`src/rtl/scl_tmr_pkg.sv`:
```
package scl_tmr_pkg;
  typedef enum logic [1:0] {
    PH_IDLE = 2'd0,
    PH_LOW  = 2'd1,
    PH_RISE = 2'd2,
    PH_HIGH = 2'd3
  } phase_e;
endpackage

```
`src/rtl/scl_tmr_sync.sv`:
```
module scl_tmr_sync #(
  parameter int   STAGES  = 2,
  parameter logic RST_VAL = 1'b1
) (
  input  logic clk,
  input  logic rst_n,
  input  logic d,
  output logic q
);
  logic [STAGES-1:0] sh_q;
  logic [STAGES-1:0] sh_d;

  // stage 0 takes the input, each further stage takes the one before
  assign sh_d[0] = d;
  for (genvar g = 1; g < STAGES; g++) begin : g_stage
    assign sh_d[g] = sh_q[g-1];
  end

  always_ff @(posedge clk or negedge rst_n) begin
    if (!rst_n) sh_q <= {STAGES{RST_VAL}};
    else        sh_q <= sh_d;
  end

  assign q = sh_q[STAGES-1];
endmodule

```
`src/rtl/scl_tmr_presc.sv`:
```
module scl_tmr_presc #(
  parameter int PRESC_W = 4
) (
  input  logic               clk,
  input  logic               rst_n,
  input  logic               restart,
  input  logic [PRESC_W-1:0] presc,
  output logic               tick
);
  logic [PRESC_W-1:0] cnt_q, cnt_d;
  logic               wrap;

  assign wrap = (cnt_q >= presc);
  assign tick = wrap && !restart;

  always_comb begin
    if (restart || wrap) cnt_d = '0;
    else                 cnt_d = cnt_q + PRESC_W'(1);
  end

  always_ff @(posedge clk or negedge rst_n) begin
    if (!rst_n) cnt_q <= '0;
    else        cnt_q <= cnt_d;
  end

  // every unit boundary starts a fresh unit of presc+1 clocks
  p_unit_wrap_r2: assert property (@(posedge clk) disable iff (!rst_n)
    tick |=> (cnt_q == '0));
endmodule

```
`src/rtl/scl_tmr_ucnt.sv`:
```
module scl_tmr_ucnt #(
  parameter int UW = 9
) (
  input  logic          clk,
  input  logic          rst_n,
  input  logic          clear,
  input  logic          tick,
  output logic [UW-1:0] units
);
  logic [UW-1:0] units_q, units_d;
  logic          units_en;

  assign units_en = clear || (tick && (units_q != {UW{1'b1}}));

  always_comb begin
    if (clear) units_d = '0;
    else       units_d = units_q + UW'(1);
  end

  always_ff @(posedge clk or negedge rst_n) begin
    if (!rst_n)        units_q <= '0;
    else if (units_en) units_q <= units_d;
  end

  assign units = units_q;

  // units only advance on a prescaler tick
  p_units_on_tick_r2: assert property (@(posedge clk) disable iff (!rst_n)
    (!clear && !tick) |=> $stable(units_q));
endmodule

```
`src/rtl/scl_bit_timer.sv`:
```
module scl_bit_timer
  import scl_tmr_pkg::*;
#(
  parameter int PRESC_W     = 4,
  parameter int CNT_W       = 8,
  parameter int DLY_W       = 4,
  parameter int SYNC_STAGES = 2
) (
  input  logic               clk,
  input  logic               rst_n,
  input  logic [PRESC_W-1:0] presc,
  input  logic [CNT_W-1:0]   low_cnt,
  input  logic [CNT_W-1:0]   high_cnt,
  input  logic [DLY_W-1:0]   hold_dly,
  input  logic [DLY_W-1:0]   setup_dly,
  input  logic               bit_req,
  input  logic               bit_val,
  input  logic               scl_in,
  output logic               scl_oe,
  output logic               sda_oe,
  output logic               bit_sample,
  output logic               bit_done
);
  localparam int UW = ((CNT_W > DLY_W + 1) ? CNT_W : DLY_W + 1) + 1;

  logic          rst_s_n;
  logic          scl_s;
  logic          tick;
  logic          restart;
  logic [UW-1:0] units;

  // reset: asserted at once, released on a clock edge
  scl_tmr_sync #(.STAGES(2), .RST_VAL(1'b0)) u_rst_sync (
    .clk(clk), .rst_n(rst_n), .d(1'b1), .q(rst_s_n)
  );

  scl_tmr_sync #(.STAGES(SYNC_STAGES), .RST_VAL(1'b1)) u_scl_sync (
    .clk(clk), .rst_n(rst_s_n), .d(scl_in), .q(scl_s)
  );

  scl_tmr_presc #(.PRESC_W(PRESC_W)) u_presc (
    .clk(clk), .rst_n(rst_s_n), .restart(restart), .presc(presc), .tick(tick)
  );

  scl_tmr_ucnt #(.UW(UW)) u_ucnt (
    .clk(clk), .rst_n(rst_s_n), .clear(restart), .tick(tick), .units(units)
  );

  // phase targets in units
  logic [UW-1:0] low_tgt, dly_tgt, rel_tgt, high_tgt, hold_tgt;
  assign low_tgt  = UW'(low_cnt) + UW'(1);
  assign dly_tgt  = UW'(hold_dly) + UW'(setup_dly) + UW'(1);
  assign rel_tgt  = (low_tgt > dly_tgt) ? low_tgt : dly_tgt;
  assign high_tgt = UW'(high_cnt) + UW'(1);
  assign hold_tgt = UW'(hold_dly);

  phase_e state_q, state_d;
  logic   bit_q, bit_d;
  logic   scl_q, scl_d;
  logic   sda_q, sda_d;
  logic   smp_q, smp_d;
  logic   done_q, done_d;

  always_comb begin
    state_d = state_q;
    bit_d   = bit_q;
    scl_d   = scl_q;
    sda_d   = sda_q;
    smp_d   = 1'b0;
    done_d  = 1'b0;
    restart = 1'b0;
    unique case (state_q)
      PH_IDLE: begin
        if (bit_req) begin
          state_d = PH_LOW;
          bit_d   = bit_val;
          scl_d   = 1'b1;
          restart = 1'b1;
        end
      end
      PH_LOW: begin
        if (units == hold_tgt) sda_d = !bit_q;
        if (units >= rel_tgt) begin
          scl_d   = 1'b0;
          state_d = PH_RISE;
        end
      end
      PH_RISE: begin
        // high count waits until the line is really high
        if (scl_s) begin
          state_d = PH_HIGH;
          smp_d   = 1'b1;
          restart = 1'b1;
        end
      end
      PH_HIGH: begin
        if (!scl_s || (units >= high_tgt)) begin
          state_d = PH_IDLE;
          scl_d   = 1'b1;
          done_d  = 1'b1;
        end
      end
      default: state_d = PH_IDLE;
    endcase
  end

  always_ff @(posedge clk or negedge rst_s_n) begin
    if (!rst_s_n) begin
      state_q <= PH_IDLE;
      bit_q   <= 1'b0;
      scl_q   <= 1'b0;
      sda_q   <= 1'b0;
      smp_q   <= 1'b0;
      done_q  <= 1'b0;
    end else begin
      state_q <= state_d;
      bit_q   <= bit_d;
      scl_q   <= scl_d;
      sda_q   <= sda_d;
      smp_q   <= smp_d;
      done_q  <= done_d;
    end
  end

  assign scl_oe     = scl_q;
  assign sda_oe     = sda_q;
  assign bit_sample = smp_q;
  assign bit_done   = done_q;

  // the sample point lies inside a released stretch of SCL
  p_sample_released_r5: assert property (@(posedge clk) disable iff (!rst_s_n)
    bit_sample |-> (!scl_oe && $past(!scl_oe)));

  // a bit ends only after SCL was released
  p_done_after_high_r6: assert property (@(posedge clk) disable iff (!rst_s_n)
    bit_done |-> $past(!scl_oe));

  // a low seen on the line in the high phase ends the bit next cycle
  p_fall_ends_bit_r7: assert property (@(posedge clk) disable iff (!rst_s_n)
    (state_q == PH_HIGH && !scl_s) |=> (bit_done && scl_oe));

  // SDA is quiet while SCL is released
  p_sda_quiet_r10: assert property (@(posedge clk) disable iff (!rst_s_n)
    (!scl_oe && $past(!scl_oe)) |-> $stable(sda_oe));

  // the two strobes never coincide
  p_strobe_excl_r6: assert property (@(posedge clk) disable iff (!rst_s_n)
    $onehot0({bit_sample, bit_done}));
endmodule

```
`config.mk`:
```
export PLATFORM = sky130hd
export DESIGN_NAME = scl_bit_timer
export DESIGN_NICKNAME = d
export VERILOG_FILES = /design/src/rtl/scl_tmr_pkg.sv /design/src/rtl/scl_tmr_sync.sv /design/src/rtl/scl_tmr_presc.sv /design/src/rtl/scl_tmr_ucnt.sv /design/src/rtl/scl_bit_timer.sv
export SDC_FILE = /design/constraint.sdc
export NUM_CORES = 1
export LEC_CHECK = 0
export BUFFER_PORTS_ARGS = -buffer_cell sky130_fd_sc_hd__buf_2
export CAP_MARGIN = 10
export CORE_AREA = 5 5 71 73
export CTS_BUF_LIST = sky130_fd_sc_hd__clkbuf_8
export DETAILED_ROUTE_END_ITERATION = 10
export DIE_AREA = 0 0 76 78
export PLACE_DENSITY = 0.77
export SLEW_MARGIN = 20
export SYNTH_ARGS = -nofsm -noshare
export SYNTH_HDL_FRONTEND = slang
export SYNTH_SLANG_ARGS = --single-unit
```
`constraint.sdc`:
```
create_clock -name clk -period 0.8 [get_ports clk]
set_clock_uncertainty 0.05 [all_clocks]
set_input_delay 0.08 -clock clk [delete_from_list [all_inputs] [get_ports clk]]
set_output_delay 0.08 -clock clk [all_outputs]
set_load 0.1 [all_outputs]
```
==> results.json <==
{
  "status": "finished, violations left",
  "violations": "negative hold slack, negative setup slack",
  "ant_nets": 0,
  "synth_top_area_frac": 0.249,
  "cts_made_buffers": 3,
  "via_per_inst": 5.86,
  "internal_power_uw": 5160,
  "worst_setup_path_end_kind": "flip-flop",
  "drive_gt1_frac": 0.561,
  "crit_start": "hold_dly[0]",
  "power_frac_seq": 0.211,
  "synth_cells": 244,
  "critPathKind": "input pin to flip-flop",
  "min_period_over_period": 4.53,
  "cap_violations": 0,
  "synthAdderAreaFrac": 0.236,
  "dp_hpwl_um": 4700,
  "cp_data_arrival_time_ns": 3.73,
  "worst-path-stages": 21,
  "synth-xor-area-share": 0.0793,
  "syn-num-nets": 318,
  "clk_path_buf_depth": 2,
  "die_w_um": 76,
  "worstPathRequired_ns": 0.91,
  "synth_area_leaders": "dfrtp_1 25%, ha_1 23%, xnor2_1 4.4%, inv_1 3.9%, xor2_1 3.6%",
  "cp_cell_sequence": "buf_12 -> inv_12 -> ha_4 -> fa_2 -> nor2b_1 -> o21ai_1 -> nand2b_1 -> inv_2 -> ha_4 -> nand4_1 -> nor2_1 -> a21oi_2 -> nor4_4 -> mux2i_1 -> ha_1 -> nor2b_2 -> o21ai_2 -> a31oi_2 -> o2111ai_2 -> nand3_2 -> mux2_4",
  "die_h_um": 78,
  "drc_errors": 0,
  "antenna_cells": 0,
  "cp_slowest_stage_delay_ns": 0.37,
  "first_iter_violations": 152,
  "synth_edf_count": 0,
  "cts_sinks": 24,
  "p_sw_frac": 0.405,
  "crit_top_cell": "ha_4",
  "muxShareOfSynthArea": 0.0374,
  "seq_area_frac_synth": 0.273,
  "p_switching_uw": 3520,
  "period_needed_ns": 3.63,
  "synth_flop_cell": "dfrtp_1",
  "slowest_stage": "fa_2",
  "area_growth_pct": 71.5,
  "rows": 24,
  "nFillCells": 180,
  "dr.pass1.iters": 4,
  "min_path_type": "input pin to flip-flop",
  "path_max_fanout": 4,
  "path_buf_inv": 3,
  "maxSlewViolCount": 0,
  "gp_congestion": 0.905,
  "ctsHoldBuffers": 2,
  "grt_pass1_wl_um": 12000,
  "netlist_area_um2": 2210,
  "startpoint_type": "input pin",
  "hold_ws_ns": -0.00569,
  "rsz0062_at_grt": "yes",
  "r2r_end": "state_q[1]",
  "htree_levels": 1,
  "worst_slack_ns": -2.83,
  "slew_headroom": 0.624,
  "worst_pin_slew_ns": 0.559,
  "setup.worst_path.end": "state_q[1]",
  "synth_cell_types": 45,
  "grtUsageTotal": 0.243,
  "leakagePower_uw": 0.00179,
  "grt_antenna_before_repair": 0,
  "irDropWorstVdd_mv": 2.30,
  "wl_um": 8420,
  "grt_start_max_net_pins": 15,
  "grt_pass1_vias": 2553,
  "r2r_slack_ns": -1.45,
  "post_drt_wl_per_cell_um": 19.8,
  "synth_compound_area_frac": 0.119,
  "finalHoldViolCount": 1,
  "initial_utilization": 0.515,
  "powerDensity_nw_per_um2": 2290,
  "insertion_delay_ns": 0.27,
  "fin_util": 0.883,
  "port_buffers": 36,
  "yosys_warnings": 0,
  "clk_pin_slew_ns": 0.08,
  "avgSynthCellArea_um2": 9.06,
  "path_delay_family": "simple AND/OR/NAND/NOR gates",
  "reg2reg_depth": 7,
  "layout.nets": 449,
  "synth_top_family_by_area": "adder cells",
  "synthSimpleGateAreaFrac": 0.206,
  "cts_tree": "built",
  "die-area_um2": 5930,
  "r2r-start": "u_ucnt.units[7]",
  "dpl_cell_area_um2": 3210,
  "pin_count": 37,
  "setup_viol": 24,
  "grt_overflow": 0,
  "pwr-share-comb": 0.666,
  "fmax_ghz": 0.276,
  "yosys_register_bits": 24,
  "route.vias.total": 2496,
  "dpl.cell_count": 395,
  "clock-root-buffer": "clkbuf_8",
  "async_flop_share": 1.00,
  "pwr-share-clk": 0.123,
  "fin_area_um2": 3790,
  "synth_top_area_cell": "dfrtp_1",
  "final_cells": 426,
  "core_um2": 4290
}
## sequential cells by signal (all words and copies together), names as in the netlist, 2 cells and up
signal	flops
u_ucnt.units	9
u_scl_sync.sh_q	2
u_rst_sync.sh_q	2
u_presc.cnt_q	4
state_q	2
## synth_stat cells, types with 6 or more instances
cell	count
a21oi_1	14
dfrtp_1	22
ha_1	40
inv_1	23
mux2i_1	6
nand2_1	13
nand2b_1	7
nand3_1	11
nand4_1	8
nor2_1	15
nor2b_1	6
o21ai_0	11
xnor2_1	11
xor2_1	9
## how the worst min path moves through the flow
stage	slack, ns	endpoint	from	cells past startpoint
floorplan	-0.27	u_rst_sync.sh_q[0]	rst_n	0
global placement	-0.18	u_rst_sync.sh_q[0]	rst_n	1
detailed placement	-0.18	u_rst_sync.sh_q[1]	rst_n	1
CTS	-0.01	bit_q	bit_val	2
global route	-0.02	bit_q	bit_val	2
finish	-0.006	bit_q	bit_val	2
## per-layer routing
layer,share of wire,vias to the layer above,track usage,wire length (um)
met5,0,-,0,0
met3,0.045,47,0.0382,380
met4,0.063,0,0.0907,527
met2,0.52,112,0.462,4380
li1,-,1132,-,-
met1,0.37,1205,0.269,3130
## logic make-up after synthesis
kind of cell	count (synthesis)
simple gates	81
compound gates	43
fa+ha+maj	41
buf+inv	26
flops	24
xor+xnor	20
mux	8
other cells	1
## through the flow
step | TNS, ns | total power [uW] | worst slack [ns] | hold slack, ns
6_report | -26.31 | 8690 | -2.83 | -0.00569
4_1_cts | -25.17 | 8230 | -2.56 | -0.0102
3_5_place_dp | -24.39 | 6090 | -3.03 | -0.184
3_3_place_gp | -23.34 | 5930 | -2.84 | -0.184
5_1_grt | -28.00 | 9210 | -3.01 | -0.0171
2_1_floorplan | -21.93 | 4220 | -2.57 | -0.266
## final cells by class
cell class	count	area, um2	share of cell area
inverters	23	106	0.0281
repair buffers	129	1050	0.278
clock inverters	1	30.0	0.00792
flip-flops and latches	24	617	0.163
well taps	52	65.1	0.0172
clock buffers	3	41.3	0.0109
multi-input cells	194	1880	0.495
## placed cells by master, fill, tap and decap left out, types with 6 or more instances in the layout
master,netlist,routed
nand3_1,11,7
xnor2_1,11,10
ha_1,40,28
buf_2,1,28
ha_4,0,11
dfrtp_1,22,11
buf_12,0,7
buf_6,1,15
nand4_1,8,8
inv_1,23,17
a21oi_1,14,8
nand2_1,13,10
xor2_1,9,8
buf_4,0,76
dfrtp_2,0,11
nor2_2,0,6
nor2_1,15,9
## power by group through the flow
stage | Clock [uW] | Sequential [uW] | Combinational [uW]
6_report | 1070 | 1840 | 5790
5_1_grt | 1150 | 1870 | 6190
4_1_cts | 1080 | 1800 | 5350
3_5_place_dp | 0 | 1820 | 4280
3_3_place_gp | 0 | 1810 | 4120
2_1_floorplan | 0 | 2280 | 1940
## repair_timing
item / 4_1_cts / 5_1_grt
endpoints found under the hold margin: 4 / 1
pin swaps: 35 / 28
gates resized for setup: 43 / 29
gates cloned: 2 / 0
endpoints found under the setup margin: 24 / 24
buffers inserted: 21 / 8
Note: power is estimated with default switching activity, not from simulation.
